--- src/rtl/pgc_pkg.sv ---
package pgc_pkg;

    typedef enum logic [1:0] {
        OP_LOAD = 2'b00,
        OP_SET  = 2'b01,
        OP_CLR  = 2'b10,
        OP_NONE = 2'b11
    } wr_op_e;

    typedef enum logic [1:0] {
        DOM_CORE  = 2'b00,
        DOM_FLASH = 2'b01,
        DOM_PKT   = 2'b10
    } dom_e;

    // Parent gate of each gate, or -1 for a root gate.
    function automatic int parent_of(input int g);
        case (g)
            0, 1, 21, 25, 26:  return 17;
            4:                 return 18;
            7, 8, 11, 12, 13:  return 14;
            15, 22, 23, 24:    return 16;
            default:           return -1;
        endcase
    endfunction

    // Clock domain feeding each gate.
    function automatic dom_e domain_of(input int g);
        case (g)
            2:       return DOM_FLASH;
            3:       return DOM_PKT;
            default: return DOM_CORE;
        endcase
    endfunction

endpackage

--- src/rtl/pgc_gate_reg.sv ---
module pgc_gate_reg #(
    parameter int                N_GATES = 32,
    parameter int                ADDR_W  = 12,
    parameter logic [ADDR_W-1:0] REG_OFS = 12'h220
) (
    input  logic               clk,
    input  logic               rst_n,
    input  logic               wr_en,
    input  logic [ADDR_W-1:0]  wr_addr,
    input  logic [1:0]         wr_op,
    input  logic [N_GATES-1:0] wr_data,
    output logic [N_GATES-1:0] bits_q,
    output logic [N_GATES-1:0] bits_d
);
    import pgc_pkg::*;

    typedef struct packed {
        logic [N_GATES-1:0] bits;
    } reg_state_t;

    reg_state_t st_d, st_q;
    logic       hit;

    always_comb begin
        st_d = st_q;
        hit  = wr_en && (wr_addr == REG_OFS);
        if (hit) begin
            case (wr_op_e'(wr_op))
                OP_LOAD: st_d.bits = wr_data;
                OP_SET:  st_d.bits = st_q.bits | wr_data;
                OP_CLR:  st_d.bits = st_q.bits & ~wr_data;
                default: st_d.bits = st_q.bits;
            endcase
        end
    end

    always_ff @(posedge clk or negedge rst_n) begin
        if (!rst_n) st_q <= '0;
        else        st_q <= st_d;
    end

    assign bits_q = st_q.bits;
    assign bits_d = st_d.bits;

endmodule

--- src/rtl/pgc_enable_tree.sv ---
module pgc_enable_tree #(
    parameter int N_GATES = 32
) (
    input  logic [N_GATES-1:0] bits,
    input  logic               core_en,
    input  logic               flash_en,
    input  logic               pkt_en,
    output logic [N_GATES-1:0] eff
);
    import pgc_pkg::*;

    logic [N_GATES-1:0] dom_ok;

    for (genvar g = 0; g < N_GATES; g++) begin : g_gate
        localparam int   PARENT = parent_of(g);
        localparam dom_e DOM    = domain_of(g);

        if (DOM == DOM_FLASH) begin : g_flash
            assign dom_ok[g] = flash_en;
        end else if (DOM == DOM_PKT) begin : g_pkt
            assign dom_ok[g] = pkt_en;
        end else begin : g_core
            assign dom_ok[g] = core_en;
        end

        if (PARENT >= 0 && PARENT < N_GATES) begin : g_child
            assign eff[g] = bits[g] & dom_ok[g] & bits[PARENT] & dom_ok[PARENT];
        end else begin : g_root
            assign eff[g] = bits[g] & dom_ok[g];
        end
    end

endmodule

--- src/rtl/pgc_readback.sv ---
module pgc_readback #(
    parameter int                N_GATES = 32,
    parameter int                ADDR_W  = 12,
    parameter logic [ADDR_W-1:0] REG_OFS = 12'h220
) (
    input  logic               clk,
    input  logic               rst_n,
    input  logic [ADDR_W-1:0]  rd_addr,
    input  logic [N_GATES-1:0] bits_q,
    output logic [N_GATES-1:0] rd_data
);
    typedef struct packed {
        logic [N_GATES-1:0] data;
    } rd_state_t;

    rd_state_t rd_d, rd_q;

    always_comb begin
        rd_d.data = (rd_addr == REG_OFS) ? bits_q : '0;
    end

    always_ff @(posedge clk or negedge rst_n) begin
        if (!rst_n) rd_q <= '0;
        else        rd_q <= rd_d;
    end

    assign rd_data = rd_q.data;

endmodule

--- src/rtl/pclk_gate_ctrl.sv ---
module pclk_gate_ctrl #(
    parameter int                N_GATES = 32,
    parameter int                ADDR_W  = 12,
    parameter logic [ADDR_W-1:0] REG_OFS = 12'h220
) (
    input  logic               clk,
    input  logic               rst_n,
    input  logic               wr_en,
    input  logic [ADDR_W-1:0]  wr_addr,
    input  logic [1:0]         wr_op,
    input  logic [N_GATES-1:0] wr_data,
    input  logic [ADDR_W-1:0]  rd_addr,
    output logic [N_GATES-1:0] rd_data,
    input  logic               core_en,
    input  logic               flash_en,
    input  logic               pkt_en,
    output logic [N_GATES-1:0] gate_en
);
    typedef struct packed {
        logic [N_GATES-1:0] en;
    } out_state_t;

    logic [N_GATES-1:0] bits_q, bits_d, eff;
    out_state_t         out_d, out_q;

    pgc_gate_reg #(.N_GATES(N_GATES), .ADDR_W(ADDR_W), .REG_OFS(REG_OFS)) u_reg (
        .clk     (clk),
        .rst_n   (rst_n),
        .wr_en   (wr_en),
        .wr_addr (wr_addr),
        .wr_op   (wr_op),
        .wr_data (wr_data),
        .bits_q  (bits_q),
        .bits_d  (bits_d)
    );

    // Tree runs on the next register value so the enables land with the write.
    pgc_enable_tree #(.N_GATES(N_GATES)) u_tree (
        .bits     (bits_d),
        .core_en  (core_en),
        .flash_en (flash_en),
        .pkt_en   (pkt_en),
        .eff      (eff)
    );

    pgc_readback #(.N_GATES(N_GATES), .ADDR_W(ADDR_W), .REG_OFS(REG_OFS)) u_rd (
        .clk     (clk),
        .rst_n   (rst_n),
        .rd_addr (rd_addr),
        .bits_q  (bits_q),
        .rd_data (rd_data)
    );

    always_comb begin
        out_d    = out_q;
        out_d.en = eff;
    end

    always_ff @(posedge clk or negedge rst_n) begin
        if (!rst_n) out_q <= '0;
        else        out_q <= out_d;
    end

    assign gate_en = out_q.en;

endmodule

--- config.mk ---
export PLATFORM = sky130hd
export DESIGN_NAME = pclk_gate_ctrl
export DESIGN_NICKNAME = d
export VERILOG_FILES = /design/src/rtl/pgc_pkg.sv /design/src/rtl/pgc_gate_reg.sv /design/src/rtl/pgc_enable_tree.sv /design/src/rtl/pgc_readback.sv /design/src/rtl/pclk_gate_ctrl.sv
export SDC_FILE = /design/constraint.sdc
export NUM_CORES = 1
export LEC_CHECK = 0
export BUFFER_PORTS_ARGS = -buffer_cell sky130_fd_sc_hd__buf_2
export CAP_MARGIN = 20
export CORE_ASPECT_RATIO = 0.75
export CORE_MARGIN = 10
export CORE_UTILIZATION = 27
export CTS_CLUSTER_DIAMETER = 80
export DETAILED_ROUTE_END_ITERATION = 8
export GPL_ROUTABILITY_DRIVEN = 0
export GPL_TIMING_DRIVEN = 1
export HOLD_SLACK_MARGIN = 0.03
export RECOVER_POWER = 25
export SKIP_CTS_REPAIR_TIMING = 1
export SLEW_MARGIN = 10
export SYNTH_ARGS = -nofsm -noshare
export SYNTH_HDL_FRONTEND = slang
export SYNTH_HIERARCHICAL = 1
export SYNTH_SLANG_ARGS = --single-unit
export TNS_END_PERCENT = 1
--- constraint.sdc ---
create_clock -name clk -period 3.13 [get_ports clk]
set_input_delay 0 -clock clk [delete_from_list [all_inputs] [get_ports clk]]
set_output_delay 0 -clock clk [all_outputs]
set_load 0.01 [all_outputs]
**Word-level counts from Yosys, hierarchy flattened**

Cells that the tools add are included.

- Logic and storage cells: 77
- Bits in registers: 96

- Muxes and demuxes: 3
- Bitwise gates (word level): 65
- Eq/ne operators: 4
- Reductions and logical operators: 2

Operators with widths:

| kind | number |
|---|---|
| $pmux W32 S3 | 1 |
| $mux W32 | 2 |
| $and A1 B1 Y1 | 62 |
| $and A32 B32 Y32 | 1 |
| $not A32 Y32 | 1 |
| $or A32 B32 Y32 | 1 |
| $eq A12 B10 Y1 const B | 2 |
| $eq A2 B1 Y1 const B | 1 |
| $eq A2 B2 Y1 const B | 1 |
| $logic_not A2 Y1 | 1 |
| $logic_and A1 B1 Y1 | 1 |

**Longest topological paths before layout**

Gate-level depths: netlist of the first run.

- Depth after elaboration: 7
- Depth in mapped cells: 6
- Mapped depth without buffers: 4

**Hierarchy**

Netlist of the first run, hierarchy kept.

Modules (own cells, without submodules):

| module | area each (um2) | times used | cells an instance | sequential area each (um2) |
|---|---|---|---|---|
| pgc_gate_reg | 2,562.5 | 1 | 237 | 800.8 |
| pgc_readback | 1,725.4 | 1 | 118 | 800.8 |
| pclk_gate_ctrl | 800.8 | 1 | 32 | 800.8 |
| pgc_enable_tree | 227.7 | 1 | 35 | 0.0 |

**Least setup slack after synthesis of the first run**

No wires, ideal clock.

- Path type: in2reg
- Start point: in wr_addr[4]
- End point: reg out_q, in the netlist gate_en[0]
- Buffers on the path: 2
- Path slack: 1.542 ns
- Library setup time: 0.120 ns
- Cell stages on the path: 6
- Data arrival time: 1.468 ns
- Cells stage by stage: or4b_1 clkbuf_2 buf_6 o41ai_2 nand2_1 and3_2

RTL lines:

| item | RTL line | source |
|---|---|---|
| start: declaration | pclk_gate_ctrl.sv:9 | `input logic [ADDR_W-1:0] wr_addr,` |
| $eq A12 B10 Y1 | pgc_gate_reg.sv:26 | `hit = wr_en && (wr_addr == REG_OFS);` |
| $logic_and A1 B1 Y1 | pgc_gate_reg.sv:26 |  |
| $mux W32 | pgc_gate_reg.sv:27 | `if (hit) begin` |
| via bits_d[17] | pclk_gate_ctrl.sv:23 | `logic [N_GATES-1:0] bits_q, bits_d, eff;` |
| $and A1 B1 Y1 (2 in series) | pgc_enable_tree.sv:27 | `assign eff[g] = bits[g] & dom_ok[g] & bits[PARENT] & dom_ok[PARENT];` |
| via eff[0] | pclk_gate_ctrl.sv:23 |  |
| end signal: assignment | pclk_gate_ctrl.sv:61 | `else out_q <= out_d;` |
| end: declaration | pclk_gate_ctrl.sv:24 | `out_state_t out_d, out_q;` |

The timed path passes the listed nets, and every way through them passes these cells.

**Worst setup path in the final report of the first run**

- Start point: in wr_addr[9]
- End point: reg out_q, in the netlist gate_en[0]

Same word-level chain as after synthesis.

==> results.ini, run 1 <==
[floorplan]
initial_utilization_pct = 27.5
core_sq_mm = 0.0193
die_height_um = 142
num_io_pins = 128
die_area_sq_mm = 0.0258
fp.dieW_um = 182
rows = 44

[clock_tree]
tritoncts.num_buffers = 9
clock_tree.buffer_depth = 2
clk-insertion-delay-late_ps = 360
clock_sinks = 96
h-tree-depth = 3
tritoncts_clock_tree = yes
clock-root-buffer = clkbuf_16
cts.reportedPaths.clkPinSlew_ps = 70

[synth]
number_of_synthesized_flops_with_an_enable_pin = 0
post_synth_most_frequent_cells = dfrtp_1 (96), clkbuf_1 (33)
netlist-cell-type-count = 26
synthFlopType = dfrtp_1
ys_top_cells_by_area = dfrtp_1 (45%), o41ai_2 (9.2%), or4bb_1 (6.8%)
synth_most_common_cell = dfrtp_1
postSynthRegisterBits = 96
synth-async-reset-ratio_pct = 100
avgSynthCellArea_sq_um = 12.6
synth.yosys.warnings = 6
netlist_instances = 422
synth.largest_area_cell = dfrtp_1
syn_nets = 486
synth.yosys.seq_area_share_pct = 45.2
synth_top_area_share_pct = 45.2
syn_area_sq_mm = 0.00532

[route]
drt_iter0_drc = 285
vias_per_cell = 5.34
post-route-drc-count = 0
drt_first_pass_iters = 5
num_vias = 4135
routed_wirelength_mm = 17.5
route.antenna.remaining_nets = 0
wire_per_inst_um = 22.6

[placement]
dpl-instance-area_sq_mm = 0.00599
place_worst_setup_slack_ps = 790
placement.io_buffers = 127
dp_hpwl_mm = 11.7

[sta]
finalSetupViolations = 0
setup_ws_ps = 1200
period_share_pct = 61.6
final-max-slew-violation-count = 0
max_slew.worst_pin.slew_ps = 1150
timing.slew.headroom_pct = 23.3
layout_min_cycle_time_ps = 1930
finalHoldViolCount = 0
maxClockFrequency_mhz = 519
grt_setup_unrepaired = false
clock_skew_ps = 10.2
setup_total_negative_slack_ps = 0

[cells_and_area]
fillers = 1958
seqCellArea_sq_mm = 0.00240
multiInputGateArea_sq_mm = 0.00259
area_growth_pct = 19.1
final_core_utilization_pct = 32.8
fin_area_sq_mm = 0.00633
final_nets = 575
fraction_of_final_layout_cells_with_drive_strength_greater_than_1_pct = 32.2

[flow_run]
drv.max_cap_violation_count = 0

[global_route]
grt_antenna_before_repair = 8
via_count_of_the_first_global_routing_pass = 4182
grt_pass1_wl_mm = 26.6
congestion_overflow_gr = 0
grt_start_max_net_pins = 75
grt_use_total_pct = 13.2

[setup_path]
worstSetupStartpointType = primary input
critPathKind = primary input to register
cpPeakStageDelay_ps = 910
cp_max_fo = 33
critPathRequiredTime_ps = 3370
path_cells = buf_2 > or3b_2 > o41ai_2 > nand2_1 > and3_2
slowest_stage = or3b_2
worst_setup_path_end_kind = register
critPathArrivalTime_ps = 2170

[pwr]
power.total_mw = 3.19
vdd.ir_drop.worst_uv = 249
leakage_nw = 2.57
power_density_mw_per_mm2 = 504

[hold_path]
min_path_type = primary input to register

[outcome]
status = complete, no violations

## critical path, delay by kind of cell
family | cells | cell delay (ps)
AO/OA/AOI/OAI | 1 | 340
buffers and inverters | 1 | 440
AND/OR/NAND/NOR | 3 | 1360
## state kept, by name (all words and copies together), names as in the netlist
register / count
gate_en: 32
u_rd/rd_data: 32
u_reg/bits_q: 32
## kinds of logic after synthesis
group | synth area share [%]
flops | 45.2
simple gates | 33.6
compound gates | 14.8
buf+inv | 6.42
## worst paths after layout
| check | start | end | slack [ps] | cells past startpoint |
|---|---|---|---|---|
| max in group asynchronous | rst_n | gate_en[14] | 2020 | 3 |
| hold reg to reg | u_reg/bits_q[30] | u_reg/bits_q[30] | 540 | 2 |
| hold / removal | wr_data[30] | u_reg/bits_q[30] | 90 | 4 |
| setup / recovery | wr_addr[9] | gate_en[0] | 1200 | 5 |
| setup reg to reg | u_reg/bits_q[14] | gate_en[8] | 1770 | 4 |
| min in group asynchronous | rst_n | u_rd/rd_data[29] | 350 | 2 |
## report_power, final
group          total (mW)  switching, mW  internal, mW
Sequential           1.47         0.0989          1.37
Clock                1.14          0.494         0.649
Combinational       0.577          0.326         0.250
Total                3.19          0.919          2.27
## per-stage QoR
| step | hold WS [ps] | instances |
|---|---|---|
| after floorplan | -296 | 422 |
| after global placement | 201 | 747 |
| after detailed placement | 210 | 747 |
| after CTS | -164 | 763 |
| after global routing | 98.3 | 771 |
| final | 85.2 | 774 |
## per-layer routing
metal	vias to the layer above	wire, um	global-route usage, %
met5	-	27	0
met4	4	317	4.27
met3	25	1910	5.54
met2	163	7510	19.1
met1	2080	7760	17.3
li1	1863	-	-
## area by class of cell
cell class / instances / area share, %
multi-input combinational: 265 / 40.9
sequential: 96 / 38.0
timing repair buffer: 139 / 11.1
tap: 253 / 5.00
clock buffer: 11 / 3.83
clock inverter: 5 / 1.01
antenna: 5 / 0.198
## placed cells by master (no fill, tap or decap), types with 3 or more instances in the layout
master,synthesis,routed
nor4bb_1,32,32
or4bb_1,32,32
and2_1,12,12
o41ai_2,30,30
nor4_4,3,3
buf_4,0,7
and3b_1,32,32
clkbuf_16,0,9
and2_2,5,5
and3_1,10,10
clkbuf_1,33,65
buf_2,9,62
diode_2,0,5
nor4_2,27,28
dfrtp_1,96,96
a41oi_1,32,32
dlygate4sd3_1,0,3
nand2_1,32,32
and3_2,5,5
Note: power is estimated with default switching activity, not from simulation.
==> run 2: changes to the inputs <==
==> constraint.sdc (replaced) <==
create_clock -name clk -period 2 [get_ports clk]
set_input_delay 0 -clock clk [delete_from_list [all_inputs] [get_ports clk]]
set_output_delay 0 -clock clk [all_outputs]
set_load 0.01 [all_outputs]
==> run 2 against run 1 <==
  * Sequential share of layout area fell by 0.48 points
  * Global-route usage rose by 0.36 points
  * Non-clock buffer count rose by 4
  * Critical path type unchanged
==> results.ini, run 2 (synthesis gave the netlist of run 1 again) <==
[floorplan]
fp.dieW_um = 182  ; unchanged
rows = 44  ; unchanged
num_io_pins = 128  ; unchanged
die_height_um = 142  ; unchanged
initial_utilization_pct = 27.5  ; unchanged
core_sq_mm = 0.0193  ; unchanged
die_area_sq_mm = 0.0258  ; unchanged

[clock_tree]
h-tree-depth = 3  ; unchanged
clk-insertion-delay-late_ps = 360  ; about the same
tritoncts.num_buffers = 9  ; unchanged
clock-root-buffer = clkbuf_16
clock_tree.buffer_depth = 2  ; unchanged
cts.reportedPaths.clkPinSlew_ps = 70  ; about the same
tritoncts_clock_tree = yes
clock_sinks = 96  ; unchanged

[pwr]
vdd.ir_drop.worst_uv = 407  ; +64%
leakage_nw = 2.81  ; +9.2%
power_density_mw_per_mm2 = 761  ; +51%
power.total_mw = 4.88  ; +53%

[route]
num_vias = 4219  ; +2.0%
drt_first_pass_iters = 5  ; unchanged
vias_per_cell = 5.42  ; +1.5%
post-route-drc-count = 0  ; unchanged
drt_iter0_drc = 291  ; +2.1%
route.antenna.remaining_nets = 0  ; unchanged
wire_per_inst_um = 22.8  ; +0.70%
routed_wirelength_mm = 17.7  ; +1.2%

[placement]
dp_hpwl_mm = 11.7  ; +0.45%
placement.io_buffers = 127  ; unchanged

[global_route]
congestion_overflow_gr = 0  ; unchanged
grt_pass1_wl_mm = 27.4  ; +3.0%
grt_start_max_net_pins = 85  ; +13%
grt_antenna_before_repair = 8  ; unchanged
grt_use_total_pct = 13.5  ; +0.36 points
via_count_of_the_first_global_routing_pass = 4325  ; +3.4%

[sta]
grt_setup_unrepaired = false
max_slew.worst_pin.slew_ps = 984  ; -166 ps
period_share_pct = 79.6
clock_skew_ps = 10.6  ; +0.348 ps
timing.slew.headroom_pct = 34.4  ; +11 points
maxClockFrequency_mhz = 628
finalHoldViolCount = 0  ; unchanged
setup_total_negative_slack_ps = 0  ; unchanged
layout_min_cycle_time_ps = 1590
final-max-slew-violation-count = 0  ; unchanged
post_route_hold_slack_ps = 84.2  ; -1.03 ps
finalSetupViolations = 0  ; unchanged

[setup_path]
cp_max_fo = 32  ; -3.0%
slowest_stage = or4b_2
worstSetupStartpointType = primary input
critPathTopFamily = simple AND/OR/NAND/NOR gates
critPathKind = primary input to register
path_cells = buf_2 > or4b_2 > buf_12 > o41ai_2 > nand2_1 > and3_2
critPathArrivalTime_ps = 1840  ; -330 ps
critPathRequiredTime_ps = 2250  ; -1120 ps
cpPeakStageDelay_ps = 710  ; -200 ps
path_buf_inv = 2  ; +1
worst_setup_path_end_kind = register

[flow_run]
drv.max_cap_violation_count = 0  ; unchanged

[outcome]
status = complete, no violations

[hold_path]
min_path_type = primary input to register

[cells_and_area]
final_common_cell = buf_2
final_core_utilization_pct = 33.2  ; +0.42 points
final_nets = 579  ; +0.70%
most-common-layout-cells = buf_2 (126), dfrtp_1 (96)
fraction_of_final_layout_cells_with_drive_strength_greater_than_1_pct = 44.9  ; +13 points
area_growth_pct = 20.6
fillers = 1936  ; -1.1%

-- run 2: cell types whose count changed in the layout (fill, tap and decap cells not counted), moves of 2 or more --
cell / change
buf_2: +64
inv_6: -2
buf_4: +2
clkbuf_1: -64
-- run 2: tightest hold or removal path: stages --
cell	delay, ps
buf_2	100
and3b_1	190
a41oi_1	40
nand2_1	70
-- run 2: per-layer routing --
metal,vias to the layer above,global-route usage (%),share of wire (%)
li1,1865,-,-
met2,167,20.4,44
met5,-,0,0.18
met4,4,2.95,0.92
met3,17,6.43,10
met1,2166,17.2,44
-- run 2: final cells by class --
| class | count | area, sq um | share of cell area, % |
|---|---|---|---|
| multi-input combinational | 265 | 2590 | 40.4 |
| sequential | 96 | 2400 | 37.5 |
| timing repair buffer | 143 | 803 | 12.5 |
| tap | 253 | 317 | 4.94 |
| clock buffer | 11 | 253 | 3.94 |
| clock inverter | 4 | 30.0 | 0.468 |
| antenna | 6 | 15.0 | 0.234 |
-- run 2: power breakdown --
part	switching (mW)	internal, mW
clock network	0.742	0.906
logic	0.514	0.424
registers	0.152	2.14
total	1.41	3.47
-- run 2: final timing paths --
path                            slack, ps        startpoint  cells past startpoint                to
worst max-delay path                  410        wr_addr[4]                      6       gate_en[11]
worst min-delay path                   80       wr_data[22]                      4  u_reg/bits_q[22]
worst max register to register        730  u_reg/bits_q[14]                      4       gate_en[11]
worst min register to register        550  u_reg/bits_q[31]                      2  u_reg/bits_q[31]
max in group asynchronous             610             rst_n                      3  u_rd/rd_data[12]
min in group asynchronous             200             rst_n                      2        gate_en[3]
-- run 2: metrics by stage --
step | cell area (sq um) | std cells | worst slack [ps]
2_1_floorplan | 5320 | 422 | 412
3_3_place_gp | 6100 | 754 | 67.6
3_5_place_dp | 6100 | 754 | 37.2
4_1_cts | 6380 | 769 | 422
5_1_grt | 6400 | 774 | 294
6_report | 6410 | 778 | 409
